$ cat src/rtl/barrier_pkg.sv
package barrier_pkg;
  // Width of a counter able to hold the values 0..n
  function automatic int unsigned cnt_width(input int unsigned n);
    return (n < 2) ? 1 : $clog2(n + 1);
  endfunction
endpackage

$ cat src/rtl/arrival_filter.sv
module arrival_filter #(
  parameter int unsigned N_REQ = 4
) (
  input  logic             clk,
  input  logic             rst,
  input  logic [N_REQ-1:0] arrive,
  input  logic [N_REQ-1:0] arrived_q,
  output logic [N_REQ-1:0] take,
  output logic             err_q
);
  logic [N_REQ-1:0] repeat_hit;

  // Only requesters not yet counted this round are accepted
  always_comb begin
    take       = arrive & ~arrived_q;
    repeat_hit = arrive & arrived_q;
  end

  always_ff @(posedge clk) begin
    if (rst)              err_q <= 1'b0;
    else if (|repeat_hit) err_q <= 1'b1;
  end
endmodule

$ cat src/rtl/arrival_counter.sv
module arrival_counter
  import barrier_pkg::*;
#(
  parameter int unsigned N_REQ = 4
) (
  input  logic             clk,
  input  logic             rst,
  input  logic [N_REQ-1:0] take,
  output logic             done,
  output logic             phase_q
);
  localparam int unsigned CNT_W = cnt_width(N_REQ);
  localparam logic [CNT_W:0] FULL = (CNT_W + 1)'(N_REQ);

  logic [CNT_W-1:0] count_q;
  logic [CNT_W:0]   pc;
  logic [CNT_W:0]   sum;

  // Population count of accepted arrivals in this cycle
  always_comb begin
    pc = '0;
    for (int i = 0; i < N_REQ; i++) begin
      pc = pc + {{CNT_W{1'b0}}, take[i]};
    end
    sum  = {1'b0, count_q} + pc;
    done = (sum == FULL);
  end

  always_ff @(posedge clk) begin
    if (rst) begin
      count_q <= '0;
      phase_q <= 1'b0;
    end else if (done) begin
      count_q <= '0;
      phase_q <= ~phase_q;
    end else begin
      count_q <= sum[CNT_W-1:0];
    end
  end
endmodule

$ cat src/rtl/sense_slots.sv
module sense_slots #(
  parameter int unsigned N_REQ = 4
) (
  input  logic             clk,
  input  logic             rst,
  input  logic [N_REQ-1:0] take,
  input  logic             done,
  input  logic             phase_q,
  output logic [N_REQ-1:0] arrived_q,
  output logic [N_REQ-1:0] release_q
);
  logic phase_nx;

  always_comb phase_nx = done ? ~phase_q : phase_q;

  for (genvar g = 0; g < N_REQ; g++) begin : g_slot
    logic lsense_q;
    logic lsense_nx;

    always_comb lsense_nx = take[g] ? phase_q : lsense_q;

    always_ff @(posedge clk) begin
      if (rst) begin
        arrived_q[g] <= 1'b0;
        lsense_q     <= 1'b0;
        release_q[g] <= 1'b0;
      end else begin
        arrived_q[g] <= done ? 1'b0 : (arrived_q[g] | take[g]);
        lsense_q     <= lsense_nx;
        release_q[g] <= lsense_nx ^ phase_nx;
      end
    end
  end
endmodule

$ cat src/rtl/episode_barrier.sv
module episode_barrier #(
  parameter int unsigned N_REQ = 4
) (
  input  logic             clk,
  input  logic             rst,
  input  logic [N_REQ-1:0] arrive_i,
  output logic             phase_o,
  output logic [N_REQ-1:0] release_o,
  output logic             dup_err_o
);
  logic [N_REQ-1:0] take;
  logic [N_REQ-1:0] arrived_q;
  logic             done;
  logic             phase_q;
  logic             err_q;
  logic [N_REQ-1:0] release_q;

  arrival_filter #(.N_REQ(N_REQ)) u_filter (
    .clk(clk), .rst(rst), .arrive(arrive_i), .arrived_q(arrived_q),
    .take(take), .err_q(err_q)
  );

  arrival_counter #(.N_REQ(N_REQ)) u_count (
    .clk(clk), .rst(rst), .take(take), .done(done), .phase_q(phase_q)
  );

  sense_slots #(.N_REQ(N_REQ)) u_slots (
    .clk(clk), .rst(rst), .take(take), .done(done), .phase_q(phase_q),
    .arrived_q(arrived_q), .release_q(release_q)
  );

  assign phase_o   = phase_q;
  assign release_o = release_q;
  assign dup_err_o = err_q;
endmodule

$ cat config.mk
export PLATFORM = sky130hd
export DESIGN_NAME = episode_barrier
export DESIGN_NICKNAME = d
export VERILOG_FILES = /design/src/rtl/barrier_pkg.sv /design/src/rtl/arrival_filter.sv /design/src/rtl/arrival_counter.sv /design/src/rtl/sense_slots.sv /design/src/rtl/episode_barrier.sv
export SDC_FILE = /design/constraint.sdc
export NUM_CORES = 1
export LEC_CHECK = 0
export BUFFER_PORTS_ARGS = -buffer_cell sky130_fd_sc_hd__buf_2
export CAP_MARGIN = 20
export CORE_UTILIZATION = 54
export DETAILED_ROUTE_END_ITERATION = 8
export MAX_ROUTING_LAYER = met4
export PLACE_DENSITY = 0.76
export SYNTH_ARGS = -nofsm -noshare
export SYNTH_HDL_FRONTEND = slang
export SYNTH_SLANG_ARGS = --single-unit
$ cat constraint.sdc
create_clock -name clk -period 4.4 [get_ports clk]
set_input_delay 0.66 -clock clk [delete_from_list [all_inputs] [get_ports clk]]
set_output_delay 0.66 -clock clk [all_outputs]
set_load 0.005 [all_outputs]
---- Word level (Yosys, flattened, before mapping) ----
Index checks and enable logic that the tools add are counted.
storage, ports and cells
  register bits after elaboration ......... 17
  input port bits ......................... 6
  output and inout bits ................... 6
  word-level logic and storage cells ...... 39
cells by class
  $add $sub $neg .......................... 4
  eq/ne operators ......................... 1
  multiplexer cells ....................... 5
  bitwise operators ....................... 12
  reductions and logical operators ........ 2
operator list
  cell                  number
  $add A4 B1 Y4         2
  $and A4 B4 Y4         2
  $mux W1               5
  $add A3 B4 Y4         1
  $eq A4 B3 Y1 const B  1
  $not A4 Y4            1
  $or A1 B1 Y1          4
  $reduce_or A4 Y1      1
  $xor A1 B1 Y1         4
  $add A1 B1 Y2         1
  $reduce_or A2 Y1      1
  $not A1 Y1            1

---- Logic depth before layout (Yosys ltp) ----
  depth after elaboration ................. 9
  mapped depth ............................ 10
  mapped depth without buffers ............ 10

---- Cells and area by module ----
Synthesis repeated with hierarchy kept, for this count alone.
unflattened totals
  cells, all modules ...................... 73
  area total of the unflattened synthesis .. 753.2 µm²
modules (own cells, without submodules)
  module           times used  cells each  area each (µm²)  sequential area each (µm²)
  sense_slots      1           44          450.4            240.2
  arrival_counter  1           21          235.2            80.1
  arrival_filter   1           8           67.6             20.0

---- Worst setup path after synthesis ----
OpenSTA, ideal clock, no wires.
  path kind ............................... input to register
  start ................................... input arrive_i[0]
  end ..................................... register u_count.phase_q
  library setup time ...................... 0.121 ns
  arrival time ............................ 3.362 ns
  required time ........................... 4.279 ns
  setup slack ............................. 0.916 ns
  stages on the path ...................... 10
  path buffers ............................ 0
  path through ............................ nand2b_1 -> inv_1 -> ha_1 -> fa_1 -> ha_1 -> inv_1 -> fa_1 -> or3b_1 -> a211oi_2 -> mux2_4
between the ends
  cells in the longest elaborated chain, start to end .. 7
RTL lines
  item                         RTL line               RTL
  start, declared              episode_barrier.sv:6   input logic [N_REQ-1:0] arrive_i,
  $and A4 B4 Y4                arrival_filter.sv:15   take = arrive & ~arrived_q;
  $add A1 B1 Y2                arrival_counter.sv:23  pc = pc + {{CNT_W{1'b0}}, take[i]};
  $add A4 B1 Y4 (2 in series)  arrival_counter.sv:23
  $add A3 B4 Y4                arrival_counter.sv:25  sum = {1'b0, count_q} + pc;
  $eq A4 B3 Y1                 arrival_counter.sv:26  done = (sum == FULL);
  $mux W1                      --
  end signal, assigned         arrival_counter.sv:35  phase_q <= ~phase_q;
  end, declared                arrival_counter.sv:10  output logic phase_q
No other way between the ends.
A chain may end at the register's enable or synchronous reset.

---- Worst setup path in the final report ----
  start ................................... input arrive_i[1]
  end ..................................... register u_slots.release_q[1]
between the ends
  cells in the longest elaborated chain, start to end .. 8
  elaborated cells between the ends (all ways) .. 9
  those cells by class .................... 4 x add/sub; 1 x eq/ne; 2 x mux; 2 x bitwise
RTL lines
  item                           RTL line               RTL
  $and A4 B4 Y4 *                arrival_filter.sv:15
  $add A1 B1 Y2                  arrival_counter.sv:23
  $add A4 B1 Y4 (2 in series)    arrival_counter.sv:23
  $add A3 B4 Y4                  arrival_counter.sv:25
  $eq A4 B3 Y1                   arrival_counter.sv:26
  $mux W1                        sense_slots.sv:14      always_comb phase_nx = done ? ~phase_q : phase_q;
  $xor A1 B1 Y1 *                sense_slots.sv:30      release_q[g] <= lsense_nx ^ phase_nx;
  end signal, assigned by index  sense_slots.sv:30
  end, declared                  sense_slots.sv:10      output logic [N_REQ-1:0] release_q
Mark *: on every way between the ends. The rest lies on a longest branch, timed or not.

==> reports/qor.txt <==
final setup fails: 0
Fin. Hold Viols: 0
Max Cap Viol: 0
# IOs: 12
RSZ-0062 raised after global routing: false
sequential share of the synthesized area: 0.403
number of DRC markers in iteration 0: 8
cts hold-fix bufs: 0
post-cts sizing count: 0
count of clock tree sinks: 17
WS Path Type: primary input to flop
CP Max Fanout: 4
crit path DAT: 3.65 ns
Reg clk slew, reported paths: 0.09 ns
min Tclk post-route: 3.46 ns
Max Freq: 0.289 GHz
wire per inst: 12.3 µm
initial antenna violation count: 0
Antenna Cells: 0
FF-to-FF setup slack: 1.01 ns
Tot GR Track Use: 0.192
CTS root buf: clkbuf_4
DRT antenna net count: 0
run status: completed
Final HPWL DP: 1.07 mm
hold_sp: u_slots.g_slot[1].lsense_q
die height: 41.5 µm
first-pass GRT wire length: 2.44 mm
Post-Syn Instances: 88
most common cell after layout, fill and taps aside: dfxtp_1
post-synthesis net count: 101
Clock Path Buffers: 2
Worst Tran Pin Value: 0.408 ns
TritonCTS clock tree: built
WL final: 1.42 mm
leak pwr: 0.467 nW
r2r worst-path depth: 10
layout cell share with drive strength beyond 1: 0.218
PortBufs: 11
nets@finish: 115
yosys synthesis warning count: 0
family with the most delay on the worst path: adder cells
Critical R2R Capture: u_slots.release_q[1]
crit-path cells: buf_2 -> nand2b_1 -> inv_1 -> ha_1 -> fa_1 -> ha_1 -> inv_1 -> fa_1 -> or3b_1 -> a211o_2 -> mux2_4
CTS buffer count: 3
startpoint types: primary input
Cell Area, Synth: 845 µm²
worst r2r src: u_slots.arrived_q[1]
area of the multi-input gates: 465 µm²
clock latency on the worst-skew pair: 0.29 ns
max incr delay on CP: 0.51 ns
P&R area growth vs syn: 11.3%
Worst Hold End: u_slots.g_slot[1].lsense_q
Worst VDD drop: 0.421 mV
initial core utilization: 0.611
Rows: 13
Slew headroom: 0.728
final critical-path share of the clock period: 0.786
post-layout util: 0.680
Hold Crit Class: flop to flop
DIE AREA: 1730 µm²
fillers: 121
syn avg cell area: 9.60 µm²
Sequential Area: 340 µm²
Critical path buffers and inverters: 3
Final Skew: 0.00190 ns
Power Dens Cells: 669 nW/µm²
largest net degree at the start of global routing: 23
Die Wd: 41.5 µm
vias in the first global route: 580
critical path's slowest cell: fa_1
vias per cell: 5.37
global route overflow: 0
endpoint class of the critical path: flop
Yosys cell types: 21
commonest non-fill, non-tap cells in the layout: dfxtp_1, buf_2, a21oi_1
via count: 623
# Post-CTS Setup Buffers: 0
DRC Markers: 0
htree depth: 1
Crit path required time: 4.59 ns
post-synthesis register bit count: 17
First-pass DRT Iterations: 4
Max Slew Vio Count: 0
WHS Path Cells: 2
Core Region: 1380 µm²
Fin Setup TNS: 0 ns
routability cong.: 0.823
-- cell type report --
cell class / instances / area share
tap: 15 / 0.0200
inverter: 7 / 0.0280
multi-input combinational: 61 / 0.495
sequential: 17 / 0.362
timing repair buffer: 12 / 0.0666
clock buffer: 4 / 0.0280
-- flip-flops by register name (all words and copies together), names as in the netlist --
register and count:
u_slots.arrived_q 4, u_filter.err_q 1, u_count.phase_q 1, u_count.count_q 3, u_slots.g_slot.lsense_q 4, u_slots.release_q 4
-- Yosys cell counts (all sizes together) --
master,count,share of area
nand2b,4,0.030
a222oi,1,0.012
a211oi,1,0.015
nor2b,2,0.015
nor2,6,0.027
fa,2,0.047
ha,5,0.074
nand2,8,0.036
or3b,1,0.010
a211o,1,0.012
xor2,5,0.052
dfxtp,17,0.40
clkbuf,1,0.0044
a21oi,10,0.059
nor3,5,0.030
nor3b,4,0.036
buf,2,0.010
mux2,5,0.089
inv,7,0.031
a21o,1,0.0089
-- cells by family after synthesis --
logic type                 count (synthesis)  synth area share
muxes                                      5            0.0889
buffers and inverters                     10            0.0459
AOI/OAI and AO/OA                         14             0.107
and+or+nand+nor                           30             0.182
adders and majority gates                  7             0.121
xor gates and xnor gates                   5            0.0518
DFF                                       17             0.403
-- how the worst max path moves through the flow --
| stage | cells past startpoint | endpoint | slack [ns] | from |
|---|---|---|---|---|
| after floorplan | 10 | u_count.phase_q | 0.92 | arrive_i[0] |
| after global placement | 11 | u_slots.release_q[0] | 0.67 | arrive_i[1] |
| after detailed placement | 11 | u_slots.release_q[1] | 0.63 | arrive_i[1] |
| after CTS | 11 | u_slots.release_q[1] | 0.94 | arrive_i[1] |
| after global routing | 11 | u_slots.release_q[1] | 0.84 | arrive_i[1] |
| final | 11 | u_slots.release_q[1] | 0.94 | arrive_i[1] |
-- tightest hold or removal path: stages (launching register included) --
cell	delay [ns]
dfxtp_1	0.33
nand2_1	0.05
a21oi_1	0.05
-- report_power, final --
| part | internal [mW] | switching, mW | leakage, nW |
|---|---|---|---|
| Sequential | 0.206 | 0.0333 | 0.140 |
| Clock | 0.0353 | 0.0474 | 0.0150 |
| Combinational | 0.161 | 0.145 | 0.312 |
-- routing by layer --
metal	vias up	share of wire	wire [µm]	GRT usage
met4	0	0.027	38	0.116
met1	287	0.46	648	0.232
li1	322	-	-	-
met2	10	0.50	705	0.303
met5	-	0	0	-
met3	4	0.022	32	0.0261
-- per-stage QoR --
stage / area (µm²) / setup WS [ns] / cells / total power, mW / hold WS [ns]
2_1_floorplan: 845 / 0.916 / 88 / 0.473 / 0.448
3_3_place_gp: 913 / 0.673 / 112 / 0.539 / 0.456
3_5_place_dp: 913 / 0.630 / 112 / 0.552 / 0.461
4_1_cts: 940 / 0.941 / 116 / 0.637 / 0.475
5_1_grt: 940 / 0.838 / 116 / 0.682 / 0.497
6_report: 940 / 0.943 / 116 / 0.628 / 0.473
Note: power is estimated with default switching activity, not from simulation.
